$ cat config.mk
export PLATFORM = sky130hd
export DESIGN_NAME = tlb_lookup_unit
export DESIGN_NICKNAME = d
export VERILOG_FILES = /design/src/rtl/tlb_pkg.sv /design/src/rtl/tlb_entry.sv /design/src/rtl/tlb_victim.sv /design/src/rtl/tlb_lookup_unit.sv
export SDC_FILE = /design/constraint.sdc
export NUM_CORES = 1
export LEC_CHECK = 0
export ABC_CLOCK_PERIOD_IN_PS = 3350
export BUFFER_PORTS_ARGS = -buffer_cell sky130_fd_sc_hd__buf_2
export CAP_MARGIN = 20
export CELL_PAD_IN_SITES_DETAIL_PLACEMENT = 1
export CELL_PAD_IN_SITES_GLOBAL_PLACEMENT = 2
export CORE_UTILIZATION = 43
export DETAILED_ROUTE_END_ITERATION = 16
export PLACE_DENSITY_LB_ADDON = 0.1
export SYNTH_ARGS = -nofsm -noshare
export SYNTH_HDL_FRONTEND = slang
export SYNTH_SLANG_ARGS = --single-unit
$ cat constraint.sdc
create_clock -name clk_i -period 3.35 [get_ports clk_i]
set_clock_uncertainty 0.1 [all_clocks]
set_input_delay 0 -clock clk_i [delete_from_list [all_inputs] [get_ports clk_i]]
set_output_delay 0 -clock clk_i [all_outputs]
set_load 0.005 [all_outputs]
$ cat src/rtl/tlb_pkg.sv
package tlb_pkg;
  typedef enum logic [1:0] {
    ACC_READ  = 2'd0,
    ACC_WRITE = 2'd1,
    ACC_EXEC  = 2'd2
  } acc_e;

  localparam int unsigned PERM_R = 0;
  localparam int unsigned PERM_W = 1;
  localparam int unsigned PERM_X = 2;
  localparam int unsigned PERM_W_BITS = 3;
endpackage

$ cat src/rtl/tlb_entry.sv
module tlb_entry #(
  parameter int unsigned VPN_W  = 20,
  parameter int unsigned PFN_W  = 20,
  parameter int unsigned ASID_W = 8
) (
  input  logic              clk_i,
  input  logic              rst_ni,
  input  logic              we_i,
  input  logic [VPN_W-1:0]  wr_vpn_i,
  input  logic [ASID_W-1:0] wr_asid_i,
  input  logic [PFN_W-1:0]  wr_pfn_i,
  input  logic [2:0]        wr_perm_i,
  input  logic              flush_i,
  input  logic              flush_all_i,
  input  logic [ASID_W-1:0] flush_asid_i,
  input  logic [VPN_W-1:0]  lk_vpn_i,
  input  logic [ASID_W-1:0] lk_asid_i,
  output logic              lk_match_o,
  output logic              fill_match_o,
  output logic              valid_o,
  output logic [PFN_W-1:0]  pfn_o,
  output logic [2:0]        perm_o
);
  logic              valid_q;
  logic [VPN_W-1:0]  vpn_q;
  logic [ASID_W-1:0] asid_q;
  logic [PFN_W-1:0]  pfn_q;
  logic [2:0]        perm_q;
  logic              kill;

  assign kill = flush_i && (flush_all_i || (asid_q == flush_asid_i));

  always_ff @(posedge clk_i or negedge rst_ni) begin
    if (!rst_ni) begin
      valid_q <= 1'b0;
      vpn_q   <= '0;
      asid_q  <= '0;
      pfn_q   <= '0;
      perm_q  <= '0;
    end else if (we_i) begin
      // fill wins over a flush in the same cycle
      valid_q <= 1'b1;
      vpn_q   <= wr_vpn_i;
      asid_q  <= wr_asid_i;
      pfn_q   <= wr_pfn_i;
      perm_q  <= wr_perm_i;
    end else if (kill) begin
      valid_q <= 1'b0;
    end
  end

  assign lk_match_o   = valid_q && (vpn_q == lk_vpn_i) && (asid_q == lk_asid_i);
  assign fill_match_o = valid_q && (vpn_q == wr_vpn_i) && (asid_q == wr_asid_i);
  assign valid_o      = valid_q;
  assign pfn_o        = pfn_q;
  assign perm_o       = perm_q;

  AST_ASID_FLUSH_CLEARS: assert property (@(posedge clk_i) disable iff (!rst_ni)
    (flush_i && !flush_all_i && valid_q && asid_q == flush_asid_i && !we_i) |=> !valid_q);
  AST_WRITE_SETS_VALID: assert property (@(posedge clk_i) disable iff (!rst_ni)
    we_i |=> valid_q);
endmodule

$ cat src/rtl/tlb_victim.sv
module tlb_victim #(
  parameter int unsigned ENTRIES = 8
) (
  input  logic               clk_i,
  input  logic               rst_ni,
  input  logic               fill_i,
  input  logic [ENTRIES-1:0] valid_i,
  input  logic [ENTRIES-1:0] fill_match_i,
  output logic [ENTRIES-1:0] sel_o
);
  localparam int unsigned IDX_W = (ENTRIES > 1) ? $clog2(ENTRIES) : 1;
  localparam logic [IDX_W-1:0] LAST = IDX_W'(ENTRIES - 1);

  logic [IDX_W-1:0]   rr_q;
  logic [ENTRIES-1:0] inv, first_inv, rr_oh;
  logic               use_rr;

  assign inv       = ~valid_i;
  assign first_inv = inv & (~inv + ENTRIES'(1));
  assign rr_oh     = ENTRIES'(1) << rr_q;
  assign use_rr    = fill_i && (fill_match_i == '0) && (inv == '0);

  always_comb begin
    if (!fill_i)                 sel_o = '0;
    else if (fill_match_i != '0) sel_o = fill_match_i;
    else if (inv != '0)          sel_o = first_inv;
    else                         sel_o = rr_oh;
  end

  always_ff @(posedge clk_i or negedge rst_ni) begin
    if (!rst_ni)     rr_q <= '0;
    else if (use_rr) rr_q <= (rr_q == LAST) ? '0 : rr_q + 1'b1;
  end

  AST_RR_HOLDS: assert property (@(posedge clk_i) disable iff (!rst_ni)
    !use_rr |=> $stable(rr_q));
  AST_SEL_ONEHOT: assert property (@(posedge clk_i) disable iff (!rst_ni)
    fill_i |-> $onehot(sel_o));
endmodule

$ cat src/rtl/tlb_lookup_unit.sv
module tlb_lookup_unit #(
  parameter int unsigned VA_W    = 32,
  parameter int unsigned PA_W    = 32,
  parameter int unsigned OFF_W   = 12,
  parameter int unsigned ASID_W  = 8,
  parameter int unsigned ENTRIES = 8
) (
  input  logic                    clk_i,
  input  logic                    rst_ni,
  input  logic                    lk_valid_i,
  input  logic [VA_W-1:0]         lk_va_i,
  input  logic [ASID_W-1:0]       lk_asid_i,
  input  logic [1:0]              lk_acc_i,
  output logic                    lk_hit_o,
  output logic                    lk_miss_o,
  output logic                    lk_fault_o,
  output logic [PA_W-1:0]         lk_pa_o,
  input  logic                    fill_i,
  input  logic [VA_W-OFF_W-1:0]   fill_vpn_i,
  input  logic [ASID_W-1:0]       fill_asid_i,
  input  logic [PA_W-OFF_W-1:0]   fill_pfn_i,
  input  logic [2:0]              fill_perm_i,
  input  logic                    flush_i,
  input  logic                    flush_all_i,
  input  logic [ASID_W-1:0]       flush_asid_i
);
  import tlb_pkg::*;

  localparam int unsigned VPN_W = VA_W - OFF_W;
  localparam int unsigned PFN_W = PA_W - OFF_W;

  logic [ENTRIES-1:0] lk_match, fill_match, valid_vec, sel;
  logic [PFN_W-1:0]   pfn_arr  [ENTRIES];
  logic [2:0]         perm_arr [ENTRIES];
  logic [VPN_W-1:0]   lk_vpn;
  logic [PFN_W-1:0]   hit_pfn;
  logic [2:0]         hit_perm;
  logic               any_match, allowed;
  acc_e               acc;

  assign lk_vpn = lk_va_i[VA_W-1:OFF_W];
  assign acc    = acc_e'(lk_acc_i);

  for (genvar g = 0; g < ENTRIES; g++) begin : g_ent
    tlb_entry #(.VPN_W(VPN_W), .PFN_W(PFN_W), .ASID_W(ASID_W)) u_ent (
      .clk_i        (clk_i),
      .rst_ni       (rst_ni),
      .we_i         (sel[g]),
      .wr_vpn_i     (fill_vpn_i),
      .wr_asid_i    (fill_asid_i),
      .wr_pfn_i     (fill_pfn_i),
      .wr_perm_i    (fill_perm_i),
      .flush_i      (flush_i),
      .flush_all_i  (flush_all_i),
      .flush_asid_i (flush_asid_i),
      .lk_vpn_i     (lk_vpn),
      .lk_asid_i    (lk_asid_i),
      .lk_match_o   (lk_match[g]),
      .fill_match_o (fill_match[g]),
      .valid_o      (valid_vec[g]),
      .pfn_o        (pfn_arr[g]),
      .perm_o       (perm_arr[g])
    );
  end

  tlb_victim #(.ENTRIES(ENTRIES)) u_victim (
    .clk_i        (clk_i),
    .rst_ni       (rst_ni),
    .fill_i       (fill_i),
    .valid_i      (valid_vec),
    .fill_match_i (fill_match),
    .sel_o        (sel)
  );

  // AND-OR mux: at most one entry matches
  always_comb begin
    hit_pfn  = '0;
    hit_perm = '0;
    for (int i = 0; i < ENTRIES; i++) begin
      hit_pfn  |= pfn_arr[i]  & {PFN_W{lk_match[i]}};
      hit_perm |= perm_arr[i] & {3{lk_match[i]}};
    end
  end

  always_comb begin
    case (acc)
      ACC_READ:  allowed = hit_perm[PERM_R];
      ACC_WRITE: allowed = hit_perm[PERM_W];
      ACC_EXEC:  allowed = hit_perm[PERM_X];
      default:   allowed = 1'b0;
    endcase
  end

  assign any_match  = |lk_match;
  assign lk_hit_o   = lk_valid_i && any_match;
  assign lk_miss_o  = lk_valid_i && !any_match;
  assign lk_fault_o = lk_valid_i && any_match && !allowed;
  assign lk_pa_o    = {hit_pfn, lk_va_i[OFF_W-1:0]};

  AST_NO_DUP_MATCH: assert property (@(posedge clk_i) disable iff (!rst_ni)
    $onehot0(lk_match));
  AST_FAULT_NEEDS_HIT: assert property (@(posedge clk_i) disable iff (!rst_ni)
    lk_fault_o |-> lk_hit_o);
  AST_GLOBAL_FLUSH: assert property (@(posedge clk_i) disable iff (!rst_ni)
    (flush_i && flush_all_i && !fill_i) |=> (valid_vec == '0));
  AST_IDLE_QUIET: assert property (@(posedge clk_i) disable iff (!rst_ni)
    !lk_valid_i |-> !(lk_hit_o || lk_miss_o || lk_fault_o));
endmodule

==> flow_summary.ini <==
[floorplanning]
die_w_um = 239
die_h_um = 239
io_pins = 142
start_util = 0.436
core-area_sq_mm = 0.0553
die_area_sq_mm = 0.0570
num_rows = 86

[yosys]
async_flop_share = 1.00
avgSynthCellArea_sq_um = 12.1
postSynthCellCount = 1996
ys_ff_latch = 419
yosysTopAreaCell = dfrtp_1
syn-cell-area_sq_mm = 0.0241
synth-main-ff-cell = dfrtp_1
yosysSeqAreaShare = 0.435
yosysTopAreaCellShare = 0.435
yosysUniqueCellTypes = 55
synthTopCellsByArea = dfrtp_1 (43%), mux2_2 (15%), xnor2_1 (14%)
ys_warn_count = 0
synth_edf_count = 0
synth_nets = 2109

[route]
wl_um = 91100
drc = 0
wire_per_inst_um = 30.5
ant_nets = 0
vias = 17600
routed_via_density = 5.90
drt_iter0_markers = 1155
first_pass_iters = 5

[worst_setup_path]
worstPathMaxFanout = 3
crit_path_end_kind = output pin
worstSetupPathType = reg2out
rr_worst_depth = 10
crit_arrival_ps = 3260
required_ps = 3250
critPathLaunchType = register

[worst_hold_path]
hold_depth = 2
hold_path_class = in2reg

[cts]
root_buffer = clkbuf_16
clk_latency_ps = 630
htreeDepth = 2
cts_sinks = 419
cts_buffers = 50
cts_tree = done
clockBufferDepth = 3
clk_pin_slew_ps = 60

[sta]
min_period_over_period = 1.00
timing_hold_violations_final = 0
drv_slew = 0
setup_tns_ps = -12.1
setup_ws_ps = -12.1
worst_pin_slew_ps = 745
rsz0062_at_grt = true
relSlewSlack = 0.503
final-setup-viol-count = 1
fmax_mhz = 297
post-route-min-period_ps = 3360

[final_layout]
final_cell_mix = dfrtp_1 (413), xnor2_1 (368), mux2_2 (327)
nNetsFinal = 2315
diodes = 0
post-route-util = 0.521
regArea_sq_mm = 0.0105
layout_commonest_cell = dfrtp_1
layoutNonFillerInstCount = 2986
layout-drive-gt1-share = 0.347
syn2layout_area_growth_pct = 19.6
fill_cells = 5715
multiInputGateArea_sq_mm = 0.0127

[outcome]
violations = setup timing
status = finished, violations left

[place]
post-dp-hpwl_um = 60900
placedCellCount = 2811
gp_routability_congestion = 0.954
port_buffers = 117

[flow_run]
max_cap_violations = 0

[global_routing]
grt_usage = 0.323
gr-total-overflow = 0
grt_max_degree = 51
first_global_vias = 18800
grt_pass1_wl_um = 132000
antenna_found_initial = 2

[pwr]
power_per_cell_area_mw_per_mm2 = 678
p_leak_nw = 12.1
peakVddDrop_mv = 0.522
-- worst max-delay path, cell delays in order, from the launching register on --
cell	delay [ps]
dfrtp_1	450
xor2_1	210
nor4_1	330
nand4_1	150
nor4_1	490
a32oi_1	300
a41o_1	410
nand2_1	100
a311oi_1	90
buf_2	130
-- repair_timing --
action / 4_1_cts / 5_1_grt
gates cloned: 1 / 3
pin swaps: 2 / 11
hold buffers: 67 / 0
gates resized for setup: 16 / 33
setup buffers: 1 / 15
setup endpoints to repair: 22 / 12
hold endpoints to repair: 701 / 0
-- report_power, final --
| part | internal (mW) | leakage (nW) | switching (mW) |
|---|---|---|---|
| sequential | 6.63 | 5.23 | 1.64 |
| combinational | 3.21 | 6.04 | 2.58 |
| clock | 3.19 | 0.825 | 2.33 |
-- cell usage after synthesis, drive strengths merged (6+ instances only) --
cell type	instances
buf	138
a22o	21
a22oi	40
inv	15
mux2	408
xnor2	397
o22ai	8
nor2	22
nand2	41
o21ai	12
a221oi	21
and4	7
clkbuf	28
ha	6
a21o	7
nor4	59
nand2b	11
dfrtp	419
nand3	55
xor2	104
or4	8
nand4	129
-- final timing paths --
path | slack (ps) | end | startpoint
max | -10 | lk_fault_o | g_ent[4].u_ent.vpn_q[4]
min | 30 | g_ent[3].u_ent.vpn_q[9] | fill_vpn_i[9]
max reg2reg | 150 | g_ent[4].u_ent.vpn_q[13] | g_ent[6].u_ent.vpn_q[1]
min reg2reg | 410 | g_ent[7].u_ent.pfn_o[3] | g_ent[7].u_ent.pfn_o[3]
max in group asynchronous | 1990 | g_ent[6].u_ent.asid_q[3] | rst_ni
min in group asynchronous | 390 | g_ent[2].u_ent.perm_o[2] | rst_ni
-- registers in the layout (all words and copies together), names as in the netlist --
register,cells
g_ent.u_ent.vpn_q,160
g_ent.u_ent.pfn_o,160
g_ent.u_ent.asid_q,64
g_ent.u_ent.valid_o,8
u_victim.rr_q,3
g_ent.u_ent.perm_o,24
-- cells by family (layout without fill, tap and decap cells) --
group / count (synthesis) / in the layout / share of synthesized area
xor gates and xnor gates: 501 / 501 / 0.182
DFF: 419 / 419 / 0.435
muxes: 410 / 410 / 0.199
and+or+nand+nor: 347 / 347 / 0.0838
buffers and inverters: 181 / 423 / 0.0516
AOI/OAI and AO/OA: 132 / 132 / 0.0458
adders and majority gates: 6 / 6 / 0.00311
-- through the flow --
step	setup WS [ps]	area, sq um	hold slack [ps]	total power, mW
2_1_floorplan	828	24100	-396	12.0
3_3_place_gp	109	26000	-100	13.6
3_5_place_dp	139	26000	-100	13.8
4_1_cts	-7.02	28400	4.91	19.5
5_1_grt	-19.9	28800	5.21	20.5
6_report	-12.1	28800	30.5	19.6
-- area by class of cell --
cell class,instances,area share
multi-input cells,1396,0.442
inverters,15,0.00195
clock inverters,20,0.00694
repair buffers,320,0.103
clock buffers,68,0.0502
well taps,748,0.0324
flip-flops and latches,419,0.364
-- per-layer routing --
layer | vias up | GRT usage | part of all wire
met5 | - | 0 | 0.00013
met4 | 2 | 0.149 | 0.048
met3 | 215 | 0.0442 | 0.052
met2 | 547 | 0.503 | 0.46
met1 | 9344 | 0.446 | 0.44
li1 | 7506 | - | -
Note: power is estimated with default switching activity, not from simulation.
